$ cat src/rtl/ring_mon_pkg.sv
package ring_mon_pkg;
    typedef enum logic [1:0] {
        S_NOREF = 2'd0,
        S_FRAME = 2'd1,
        S_GAP   = 2'd2
    } mon_state_t;

    localparam logic [3:0] A_NOM_FRAME = 4'd0;
    localparam logic [3:0] A_NOM_GAP   = 4'd1;
    localparam logic [3:0] A_THRESH    = 4'd2;
    localparam logic [3:0] A_CNT_BASE  = 4'd3;
    localparam logic [3:0] A_LAST_FRM  = 4'd6;
    localparam logic [3:0] A_LAST_GAP  = 4'd7;
    localparam logic [3:0] A_STATUS    = 4'd8;
endpackage

$ cat src/rtl/rmon_len_fsm.sv
module rmon_len_fsm
    import ring_mon_pkg::*;
#(
    parameter int LEN_W    = 16,
    parameter int TOL_FRM  = 16,
    parameter int TOL_GAP  = 32
) (
    input  logic             clk,
    input  logic             rst_n,
    input  logic             frame_valid,
    input  logic             frame_end,
    input  logic             link_up,
    input  logic [LEN_W-1:0] nom_frame,
    input  logic [LEN_W-1:0] nom_gap,
    output logic [LEN_W-1:0] last_frame,
    output logic [LEN_W-1:0] last_gap,
    output logic             frame_bad,
    output logic             gap_bad
);
    localparam logic [LEN_W-1:0] LEN_MAX = '1;

    mon_state_t       state, state_nx;
    logic [LEN_W-1:0] cnt;
    logic [LEN_W-1:0] cnt_inc;

    function automatic logic off_tol(input logic [LEN_W-1:0] len,
                                     input logic [LEN_W-1:0] nom,
                                     input int tol);
        logic [LEN_W-1:0] d;
        d = (len > nom) ? (len - nom) : (nom - len);
        return int'(d) > tol;
    endfunction

    assign cnt_inc = (cnt == LEN_MAX) ? cnt : cnt + 1'b1;

    always_ff @(posedge clk) begin
        if (!rst_n) state <= S_NOREF;
        else        state <= state_nx;
    end

    always_comb begin
        state_nx = state;
        if (link_up) begin
            state_nx = S_NOREF;
        end else begin
            unique case (state)
                S_NOREF: if (frame_valid) state_nx = S_FRAME;
                S_FRAME: if (!frame_valid || frame_end) state_nx = S_GAP;
                S_GAP:   if (frame_valid) state_nx = S_FRAME;
                default: state_nx = S_NOREF;
            endcase
        end
    end

    always_ff @(posedge clk) begin
        if (!rst_n) begin
            cnt        <= '0;
            last_frame <= '0;
            last_gap   <= '0;
            frame_bad  <= 1'b0;
            gap_bad    <= 1'b0;
        end else begin
            frame_bad <= 1'b0;
            gap_bad   <= 1'b0;
            if (link_up) begin
                cnt <= '0;
            end else begin
                unique case (state)
                    S_NOREF: if (frame_valid) cnt <= LEN_W'(1);
                    S_FRAME: begin
                        if (frame_valid && !frame_end) begin
                            cnt <= cnt_inc;
                        end else begin
                            last_frame <= frame_valid ? cnt_inc : cnt;
                            frame_bad  <= off_tol(frame_valid ? cnt_inc : cnt,
                                                  nom_frame, TOL_FRM);
                            cnt        <= '0;
                        end
                    end
                    S_GAP: begin
                        if (frame_valid) begin
                            last_gap <= cnt;
                            gap_bad  <= off_tol(cnt, nom_gap, TOL_GAP);
                            cnt      <= LEN_W'(1);
                        end else begin
                            cnt <= cnt_inc;
                        end
                    end
                    default: cnt <= '0;
                endcase
            end
        end
    end
endmodule

$ cat src/rtl/rmon_rate_cnt.sv
module rmon_rate_cnt #(
    parameter int CNT_W = 16
) (
    input  logic             clk,
    input  logic             rst_n,
    input  logic             event_in,
    input  logic             win_tick,
    input  logic             clr,
    output logic [CNT_W-1:0] count
);
    localparam logic [CNT_W-1:0] CNT_MAX = '1;

    logic seen;

    always_ff @(posedge clk) begin
        if (!rst_n) begin
            count <= '0;
            seen  <= 1'b0;
        end else begin
            seen <= win_tick ? 1'b0 : (seen | event_in);
            if (clr)
                count <= '0;
            else if (event_in && !seen && count != CNT_MAX)
                count <= count + 1'b1;
        end
    end
endmodule

$ cat src/rtl/rmon_lock.sv
module rmon_lock #(
    parameter int MAX_THR = 128,
    parameter int DEF_THR = 32,
    parameter int WD_W    = 16,
    localparam int THR_W  = $clog2(MAX_THR + 1)
) (
    input  logic             clk,
    input  logic             rst_n,
    input  logic             ts_err,
    input  logic             ts_ok,
    input  logic             thr_wr,
    input  logic             flag_clr,
    input  logic [WD_W-1:0]  wdata,
    output logic [THR_W-1:0] thresh,
    output logic             not_locked
);
    localparam logic [THR_W-1:0] RUN_MAX = '1;

    logic [THR_W-1:0] run;
    logic [THR_W-1:0] run_nx;

    assign run_nx = (run == RUN_MAX) ? run : run + 1'b1;

    always_ff @(posedge clk) begin
        if (!rst_n) begin
            thresh     <= THR_W'(DEF_THR);
            run        <= '0;
            not_locked <= 1'b0;
        end else begin
            if (thr_wr) begin
                if (wdata == '0)                 thresh <= THR_W'(1);
                else if (int'(wdata) > MAX_THR)  thresh <= THR_W'(MAX_THR);
                else                             thresh <= THR_W'(wdata);
            end
            if (ts_err) begin
                run <= run_nx;
                if (run_nx >= thresh) not_locked <= 1'b1;
            end else if (ts_ok || flag_clr) begin
                run <= '0;
            end
            if (flag_clr && !ts_err) not_locked <= 1'b0;
        end
    end
endmodule

$ cat src/rtl/ring_timing_monitor.sv
module ring_timing_monitor
    import ring_mon_pkg::*;
#(
    parameter int REG_W   = 16,
    parameter int CNT_W   = 16,
    parameter int WINDOW  = 10000,
    parameter int TOL_FRM = 16,
    parameter int TOL_GAP = 32,
    parameter int MAX_THR = 128,
    parameter int DEF_THR = 32
) (
    input  logic             clk,
    input  logic             rst_n,
    input  logic             frame_valid,
    input  logic             frame_end,
    input  logic             pkt_crc_err,
    input  logic             ts_crc_err,
    input  logic             ts_crc_ok,
    input  logic             link_up,
    input  logic             reg_wr,
    input  logic [3:0]       reg_addr,
    input  logic [REG_W-1:0] reg_wdata,
    output logic [REG_W-1:0] reg_rdata,
    output logic             not_locked
);
    localparam int WIN_W = $clog2(WINDOW);
    localparam int THR_W = $clog2(MAX_THR + 1);
    localparam int N_CNT = 3;

    logic [REG_W-1:0] nom_frame, nom_gap, last_frame, last_gap;
    logic             frame_bad, gap_bad;
    logic [WIN_W-1:0] win_cnt;
    logic             win_tick;
    logic [THR_W-1:0] thresh;
    logic [N_CNT-1:0] ev;
    logic [CNT_W-1:0] cnt_arr [N_CNT];
    logic [CNT_W-1:0] cnt_frame, cnt_gap, cnt_crc;

    always_ff @(posedge clk) begin
        if (!rst_n) begin
            nom_frame <= '0;
            nom_gap   <= '0;
        end else if (reg_wr) begin
            if (reg_addr == A_NOM_FRAME) nom_frame <= reg_wdata;
            if (reg_addr == A_NOM_GAP)   nom_gap   <= reg_wdata;
        end
    end

    assign win_tick = (win_cnt == WIN_W'(WINDOW - 1));
    always_ff @(posedge clk) begin
        if (!rst_n)        win_cnt <= '0;
        else if (win_tick) win_cnt <= '0;
        else               win_cnt <= win_cnt + 1'b1;
    end

    rmon_len_fsm #(.LEN_W(REG_W), .TOL_FRM(TOL_FRM), .TOL_GAP(TOL_GAP)) len_i (
        .clk(clk), .rst_n(rst_n), .frame_valid(frame_valid), .frame_end(frame_end),
        .link_up(link_up), .nom_frame(nom_frame), .nom_gap(nom_gap),
        .last_frame(last_frame), .last_gap(last_gap),
        .frame_bad(frame_bad), .gap_bad(gap_bad)
    );

    assign ev = {pkt_crc_err | ts_crc_err, gap_bad, frame_bad};

    for (genvar i = 0; i < N_CNT; i++) begin : g_cnt
        rmon_rate_cnt #(.CNT_W(CNT_W)) cnt_i (
            .clk(clk), .rst_n(rst_n), .event_in(ev[i]), .win_tick(win_tick),
            .clr(reg_wr && reg_addr == A_CNT_BASE + 4'(i)),
            .count(cnt_arr[i])
        );
    end
    assign cnt_frame = cnt_arr[0];
    assign cnt_gap   = cnt_arr[1];
    assign cnt_crc   = cnt_arr[2];

    rmon_lock #(.MAX_THR(MAX_THR), .DEF_THR(DEF_THR), .WD_W(REG_W)) lock_i (
        .clk(clk), .rst_n(rst_n), .ts_err(ts_crc_err), .ts_ok(ts_crc_ok),
        .thr_wr(reg_wr && reg_addr == A_THRESH),
        .flag_clr(reg_wr && reg_addr == A_STATUS && reg_wdata[0]),
        .wdata(reg_wdata), .thresh(thresh), .not_locked(not_locked)
    );

    always_comb begin
        unique case (reg_addr)
            A_NOM_FRAME: reg_rdata = nom_frame;
            A_NOM_GAP:   reg_rdata = nom_gap;
            A_THRESH:    reg_rdata = REG_W'(thresh);
            4'd3:        reg_rdata = REG_W'(cnt_frame);
            4'd4:        reg_rdata = REG_W'(cnt_gap);
            4'd5:        reg_rdata = REG_W'(cnt_crc);
            A_LAST_FRM:  reg_rdata = last_frame;
            A_LAST_GAP:  reg_rdata = last_gap;
            A_STATUS:    reg_rdata = REG_W'(not_locked);
            default:     reg_rdata = '0;
        endcase
    end
endmodule

$ cat config.mk
export PLATFORM = sky130hd
export DESIGN_NAME = ring_timing_monitor
export DESIGN_NICKNAME = d
export VERILOG_FILES = /design/src/rtl/ring_mon_pkg.sv /design/src/rtl/rmon_len_fsm.sv /design/src/rtl/rmon_rate_cnt.sv /design/src/rtl/rmon_lock.sv /design/src/rtl/ring_timing_monitor.sv
export SDC_FILE = /design/constraint.sdc
export NUM_CORES = 1
export LEC_CHECK = 0
export ABC_CLOCK_PERIOD_IN_PS = 15140
export BUFFER_PORTS_ARGS = -buffer_cell sky130_fd_sc_hd__buf_4
export CORE_UTILIZATION = 44
export CTS_CLUSTER_SIZE = 10
export DETAILED_ROUTE_END_ITERATION = 16
export GPL_ROUTABILITY_DRIVEN = 0
export SETUP_SLACK_MARGIN = 0.5
export SYNTH_ARGS = -nofsm -noshare
export SYNTH_HDL_FRONTEND = slang
export SYNTH_HIERARCHICAL = 1
export SYNTH_SLANG_ARGS = --single-unit
$ cat constraint.sdc
create_clock -name clk -period 15.14 [get_ports clk]
set_input_delay 3.028 -clock clk [delete_from_list [all_inputs] [get_ports clk]]
set_output_delay 3.028 -clock clk [all_outputs]
set_load 0.03 [all_outputs]
Yosys cells after proc, flatten, opt, wreduce, memory -nomap -nowiden
Index checks and enable logic that the tools add are counted.
{ "op_classes": {"n_addsub": 10, "n_lt_le_gt_ge": 6, "bitwise_logic": 10, "n_eq_ne": 19, "n_mux": 17, "reduce_logical": 41} }
{ "ops": {"columns": ["operator", "count"], "rows": [
  ["$pmux W16 S9", 1],
  ["$mux W16", 7],
  ["$add A16 B1 Y16 const B", 4],
  ["$sub A16 B16 Y16", 4],
  ["$ne A16 B16 Y1 const B", 3],
  ["$pmux W16 S3", 1],
  ["$mux W8", 5],
  ["$gt A16 B16 Y1", 2],
  ["$eq A16 B16 Y1 const B", 1],
  ["$eq A4 B3 Y1 const B", 4],
  ["$gt A16 B5 Y1 const B", 1],
  ["$gt A16 B6 Y1 const B", 1],
  ["$gt A16 B8 Y1 const B", 1],
  ["$logic_not A16 Y1", 1],
  ["$add A14 B1 Y14 const B", 1],
  ["$eq A14 B14 Y1 const B", 1],
  ["$logic_and A1 B1 Y1", 14],
  ["$reduce_or A2 Y1", 7],
  ["$add A8 B1 Y8 const B", 1],
  ["$eq A4 B2 Y1 const B", 2],
  ["$eq A8 B8 Y1 const B", 1],
  ["$ge A8 B8 Y1", 1],
  ["$reduce_and A2 Y1", 4],
  ["$reduce_or A4 Y1", 2],
  ["16 further kinds", 33]
]} }
{ "totals": {"reg_bits": 166, "in_bits": 29, "output_inout_bits": 17} }

Logic depth before layout (Yosys ltp)
Gate-level depths: netlist (run 1).
{ "depth": {"depth_word": 6, "depth_mapped": 24, "depth_no_buf": 21} }

Cells and area by module
The synthesis (run 1) kept the hierarchy.
{ "by_module_without_submodules": {"columns": ["mod", "cells_each", "instances", "area_per_inst_um2"], "rows": [
  ["rmon_len_fsm", 843, 1, 5993.2],
  ["rmon_rate_cnt", 101, 3, 887.1],
  ["ring_timing_monitor", 328, 1, 2660.1],
  ["rmon_lock", 133, 1, 1102.3]
]} }

Worst setup path before layout (run 1)
OpenSTA, ideal clock, no wires.
{ "synth_path": {"kind": "input-to-output", "from": "in reg_addr[2]", "to": "out reg_rdata[0]", "path_stages": 6, "t_arrival_ns": 4.350, "path_buffers": 2, "slack_ns": 7.762, "path_cell_list": "buf_2 > buf_2 > and3_1 > a211oi_1 > a31o_2 > a22oi_1"} }
{ "synth_via": {"elab_chain_cells": 2} }
{ "synth_rtl": {"columns": ["element", "line", "text"], "rows": [
  ["start: declaration", "ring_timing_monitor.sv:21", "input logic [3:0] reg_addr,"],
  ["$eq A4 B4 Y1, or another cell as far along", "ring_timing_monitor.sv:84", "unique case (reg_addr)"],
  ["$pmux W16 S9 *", "ring_timing_monitor.sv:84", null],
  ["end: declaration", "ring_timing_monitor.sv:23", "output logic [REG_W-1:0] reg_rdata,"]
]} }
Every way passes the cells marked *; elsewhere a longest branch is shown, timed or not.

Final worst setup path (run 1)
{ "layout_path": {"from": "in reg_addr[2]", "to": "out reg_rdata[6]"} }
The elaborated chain is that of the path after synthesis.

==> run_results.csv, run 1 <==
group,metric,value,unit
outcome,status,"finished clean",
final_layout,diodes,0,
detailed_routing,wl_per_cell,19.8,µm
final_layout,fin_nets,1698,
global_routing,grt_overflow_total,0,
timing,fin_crit_sh,52.5,%
timing,setup_slack,7190,ps
setup_path,cp_data_arrival_time,4920,ps
die,coreArea,27800,µm²
setup_path,cp.required,12110,ps
worst_hold_path,holdPathEnd,"win_cnt[0]$_SDFF_PP0_",
synthesis,syn_avg_cell_area,7.73,µm²
timing,rsz0062_at_grt,"false",
placed_design,dp_hpwl,30.3,mm
timing,fin_tns_setup,0,ps
setup_path,worstPathMaxFanout,17,
global_routing,grt_max_degree,80,
synthesis,synth_nets,1716,
cts,clk_pin_slew,60,ps
placed_design,numPortBuffers,45,
setup_path,worstSetupEndpointType,"output pin",
setup_path,reg2reg_to,"len_i/frame_bad$_SDFF_PP0_",
setup_path,rrSetupSlack,8810,ps
pwr,power-per-cell-area,77.1,nW/µm²
detailed_routing,first_iter_violations,1317,
die,die_area,28900,µm²
setup_path,path_cells,"buf_4 -> nor4b_2 -> a222oi_1 -> nand3_1 -> buf_4",
timing,post-route-min-period,7950,ps
die,num_rows,61,
setup_path,cp_slowest_cell,"nor4b_2",
pwr,irDropWorstVdd,0.0000673,V
cts,clk_latency,420,ps
timing,slew_violations,0,
setup_path,crit_top_cell,"buf_4",
synthesis,synthCells,1607,
synthesis,yosys_most_used_dff,"dfxtp_1",
final_layout,layout-drive-gt1-share,8.26,%
die,die_w,170,µm
global_routing,grt_pass1_wl,61.9,mm
cts,clock-root-buffer,"clkbuf_16",
cts,clock-sinks,166,
final_layout,final_util,48.4,%
global_routing,grt_usage,27.2,%
worst_hold_path,holdPathStages,1,
synthesis,async_flop_share,0,%
timing,skew,9.31,ps
placed_design,preCtsSetupSlack,7280,ps
synthesis,ys.warnings.count,6,
detailed_routing,wl,39.1,mm
setup_path,r2r-start,"len_i/cnt[1]$_SDFFE_PP0P_",
setup_path,cp-start-kind,"primary input",
setup_path,r2r_cells,21,
cts,clock_path_buffers,2,
die,die_h,170,µm
synthesis,synth_cell_types,92,
synthesis,synth_edf_count,0,
timing,fmax,126,MHz
setup_path,slowest_delay,1040,ps
cts,htreeDepth,4,
worst_hold_path,min_path_type,"flip-flop to flip-flop",
synthesis,syn_area,12400,µm²
pwr,power.leakage,5.20,nW
die,num_io_pins,46,
cts,cts_tree,"yes",
synthesis,synth_seq_area_share,26.8,%
die,initial_core_util,44.7,%
timing,finalSetupViolations,0,
worst_hold_path,hp-start,"win_cnt[0]$_SDFF_PP0_",
global_routing,antenna_found_initial,0,
detailed_routing,viasPerCell,6.16,
synthesis,ys_seq_elements,166,
timing,hold_violations,0,
setup_path,critical_path_class,"primary input to output pin",
timing,worst_slew_pin_slew,1270,ps
global_routing,grt_pass1_vias,11100,
cts,post-cts-setup-buffers,0,
flow_run,maxCapViolCount,0,
cts,cts-resized-gates,0,
detailed_routing,drt_first_pass_iters,6,
timing,maxSlewHeadroom,15.3,%
cts,ctsHoldBuffers,0,
cts,cts_made_buffers,17,
final_layout,area_growth,8.39,%
detailed_routing,postRouteAntennaNets,0,
detailed_routing,drc_errors,0,
detailed_routing,vias,12200,
-- Yosys cell counts (all sizes together) (15+ instances only) --
library cell	instances	area (µm²)
a21boi	52	390
ha	76	951
and3	15	100
nor3	32	160
clkbuf	61	231
dfxtp	166	3320
nand2b	27	169
nand4	35	219
nor4	22	229
or4	16	128
nor2	94	353
inv	99	372
or3	26	171
o211a	15	150
xnor2	42	368
a22oi	36	270
o21ai	101	505
buf	23	153
a21o	18	136
nand3	62	348
mux2i	24	240
a21oi	122	622
nor2b	18	113
nand2	199	769
-- power breakdown --
group          leakage [nW]  switching [mW]  internal [mW]
Clock                 0.277           0.175          0.266
Combinational          3.58          0.0895         0.0602
Sequential             1.34         0.00595          0.441
-- cells by family (layout without fill, tap and decap cells) --
kind of cell	after synthesis	in the layout	synth area share (%)
AO/OA/AOI/OAI	481	481	26.0
flip-flops	166	166	26.8
buffers and inverters	183	175	6.09
AND/OR/NAND/NOR	615	615	26.7
multiplexers	30	30	2.48
adder cells (fa/ha/maj)	80	80	8.30
XOR/XNOR	52	52	3.67
-- final cells by class --
cell class                 count  area [µm²]
inverter                      99         372
timing repair buffer          47         353
sequential                   166        3320
fill                        2841       14300
tap                          378         473
clock inverter                 8         126
multi-input combinational   1258        8350
clock buffer                  21         460
-- through the flow --
step           cells  hold slack, ps  total power [mW]  area, µm²
2_1_floorplan   1607             429             0.562      12400
3_3_place_gp    1948             449             0.602      12900
3_5_place_dp    1948             462             0.603      12900
4_1_cts         1977             471              1.04      13500
5_1_grt         1977             494              1.08      13500
6_report        1977             472              1.04      13500
-- flip-flops by register name (all words and copies together), names as in the netlist, 3 cells and up --
| name | count |
|---|---|
| g_cnt.cnt_i/count | 48 |
| g_cnt.cnt_i/seen | 3 |
| len_i/cnt | 16 |
| len_i/last_frame | 16 |
| len_i/last_gap | 16 |
| lock_i/run | 8 |
| lock_i/thresh | 8 |
| nom_frame | 16 |
| nom_gap | 16 |
| win_cnt | 14 |
-- routing by layer --
metal	up-vias	wire length, µm	global-route usage (%)
met4	0	745	6.70
met5	-	0	0
met3	35	2660	4.42
met1	5894	18800	40.2
li1	5834	-	-
met2	417	16900	40.7
-- worst max path at each step --
stage,to,start,slack [ps]
floorplan,reg_rdata[0],reg_addr[2],7760
global placement,reg_rdata[6],reg_addr[3],7300
detailed placement,reg_rdata[6],reg_addr[3],7280
CTS,reg_rdata[6],reg_addr[3],7280
global route,reg_rdata[6],reg_addr[2],7100
finish,reg_rdata[6],reg_addr[2],7190
-- worst max-delay path, delay by kind of cell --
kind	cells	cell delay (ps)
buf+inv	2	400
compound gates	1	220
simple gates	2	1260
-- cell usage in the layout, fill, tap and decap left out, types with 42 or more instances in the layout --
master,n
buf_4,47
a21oi_1,119
xnor2_1,42
o21ai_0,94
inv_1,98
nand3_1,59
nand2_1,196
nor2_1,93
a21boi_0,48
ha_1,76
dfxtp_1,166
No activity file was read; power rests on OpenSTA's default activity.
==> run 2: changes to the inputs <==
--- a/config.mk
+++ b/config.mk
@@ -5,7 +5,7 @@
 export SDC_FILE = /design/constraint.sdc
 export NUM_CORES = 1
 export LEC_CHECK = 0
-export ABC_CLOCK_PERIOD_IN_PS = 15140
+export ABC_CLOCK_PERIOD_IN_PS = 6900
 export BUFFER_PORTS_ARGS = -buffer_cell sky130_fd_sc_hd__buf_4
 export CORE_UTILIZATION = 44
 export CTS_CLUSTER_SIZE = 10
==> constraint.sdc (replaced) <==
create_clock -name clk -period 6.9 [get_ports clk]
set_input_delay 1.38 -clock clk [delete_from_list [all_inputs] [get_ports clk]]
set_output_delay 1.38 -clock clk [all_outputs]
set_load 0.03 [all_outputs]
==> run_results.csv, run 2 (synthesized netlist as in run 1, its figures left out) <==
group,metric,value,unit
setup_path,rrSetupSlack,1160,ps
detailed_routing,drt_first_pass_iters,10,
detailed_routing,drc_errors,0,
setup_path,cp-start-kind,"flip-flop",
pwr,clkPwrFrac,41.9,%
cts,post-cts-setup-buffers,0,
setup_path,cp.required,7190,ps
pwr,power.leakage,5.19,nW
die,die_h,170,µm
timing,post-route-min-period,5740,ps
cts,cts-resized-gates,0,
global_routing,grt_max_degree,58,
pwr,p_int,1.60,mW
final_layout,layout-drive-gt1-share,8.67,%
timing,finalSetupViolations,0,
pwr,switching_share,28.9,%
setup_path,worstPathMaxFanout,17,
timing,fin_crit_sh,83.1,%
final_layout,fin_nets,1700,
pwr,comb_power_share,14.6,%
die,num_io_pins,46,
final_layout,area_growth,8.37,%
detailed_routing,viasPerCell,6.19,
timing,fin_tns_setup,0,ps
pwr,power-per-cell-area,168,nW/µm²
cts,cts_tree,"yes",
global_routing,grt_pass1_wl,61.0,mm
cts,ctsHoldBuffers,0,
global_routing,grt_pass1_vias,10700,
pwr,p_switching,653,µW
global_routing,grt_usage,27.3,%
placed_design,dpl.cell_count,1950,
detailed_routing,postRouteAntennaNets,0,
global_routing,grt_overflow_total,0,
timing,hold_violations,0,
die,num_rows,61,
cts,clk_latency,450,ps
cts,cts_made_buffers,17,
flow_run,maxCapViolCount,0,
timing,rsz0062_at_grt,"false",
cts,htreeDepth,4,
worst_hold_path,holdPathStages,2,
outcome,status,"finished clean",
setup_path,worstSetupEndpointType,"flip-flop",
cts,clk_pin_slew,70,ps
pwr,irDropWorstVdd,0.000167,V
pwr,pwr-share-seq,43.4,%
worst_hold_path,min_path_type,"flip-flop to flip-flop",
timing,hold_ws,469,ps
final_layout,final_common_cell,"nand2_1",
final_layout,layout.cells.non_filler,1982,
setup_path,cp_data_arrival_time,6020,ps
cts,clock-sinks,166,
die,initial_core_util,44.7,%
global_routing,antenna_found_initial,1,
placed_design,dp_hpwl,30.4,mm
cts,clock-root-buffer,"clkbuf_16",
final_layout,largest_register_ffs,48,
die,die_w,170,µm
setup_path,critical_path_class,"flip-flop to flip-flop",
timing,skew,12.3,ps
detailed_routing,wl_per_cell,20.0,µm
die,coreArea,27800,µm²
detailed_routing,vias,12300,
timing,maxSlewHeadroom,20.5,%
final_layout,diodes,0,
detailed_routing,wl,39.7,mm
cts,clock_path_buffers,2,
die,die_area,28900,µm²
timing,slew_violations,0,
placed_design,numPortBuffers,45,
final_layout,final_cell_mix,"nand2_1 (196), dfxtp_1 (166), a21oi_1 (119)",
detailed_routing,first_iter_violations,1355,
timing,worst_slew_pin_slew,1190,ps
timing,fmax,174,MHz
setup_path,r2r_cells,20,
final_layout,regMostFlops,"g_cnt.cnt_i/count",
-- run 2: changes by cell type in the layout (fill, tap and decap cells not counted) --
cell and change:
inv_6 +5, clkinvlp_4 +4, buf_4 +2, bufinv_16 -2, clkbuf_1 -2, clkbuf_8 -2
clkinv_2 -1, clkinv_4 +1
-- run 2: area by class of cell --
class / count / area, µm²
fill: 2836 / 14300
multi-input combinational: 1258 / 8350
sequential: 166 / 3320
tap: 378 / 473
clock buffer: 17 / 425
inverter: 99 / 372
timing repair buffer: 49 / 368
clock inverter: 15 / 144
-- run 2: per-stage QoR --
step / instance area [µm²] / setup WS [ps] / utilization, % / total power, mW
floorplan: 12400 / 1870 / - / 1.23
global placement: 12900 / 1450 / 46.4 / 1.32
detailed placement: 12900 / 1300 / 46.4 / 1.32
CTS: 13500 / 1240 / 48.4 / 2.26
global route: 13500 / 715 / 48.4 / 2.34
finish: 13500 / 1160 / 48.4 / 2.26
-- run 2: power groups by stage --
stage	clock (mW)	combinational [mW]	sequential (mW)
2_1_floorplan	0	0.238	0.996
3_3_place_gp	0	0.320	1.00
3_5_place_dp	0	0.321	1.00
4_1_cts	0.956	0.323	0.979
5_1_grt	1.00	0.356	0.980
6_report	0.947	0.330	0.980
-- run 2: path summary, 6_finish.rpt --
kind | startpoint | to
max reg2reg | len_i/cnt[1]$_SDFFE_PP0P_ | len_i/frame_bad$_SDFF_PP0_
max | len_i/cnt[1]$_SDFFE_PP0P_ | len_i/frame_bad$_SDFF_PP0_
min | len_i/last_gap[8]$_SDFFE_PN0P_ | len_i/last_gap[8]$_SDFFE_PN0P_
min reg2reg | len_i/last_gap[8]$_SDFFE_PN0P_ | len_i/last_gap[8]$_SDFFE_PN0P_
-- run 2: per-layer routing --
metal  track usage [%]  vias to the layer above  wire [µm]
met1              39.3                     5859      18500
met3              4.49                       57       2920
li1                  -                     5846          -
met4              7.44                        0        890
met5                 0                        -          0
met2              41.8                      505      17400
-- run 2: worst max-delay path, stage by stage (launching register included) --
cell and delay, ps:
dfxtp_1 520, ha_1 260, nand2_1 80, or3_1 380, or3_1 490, nand2b_1 240, nor2_1 110, nand3_1 110
xnor2_1 190, inv_1 80, ha_1 580, nand2_1 180, or3_1 360, nor4_2 260, a21oi_2 50, buf_4 230
o41ai_1 480, xnor2_1 110, or3_1 370, a2111oi_0 360, a311oi_1 160
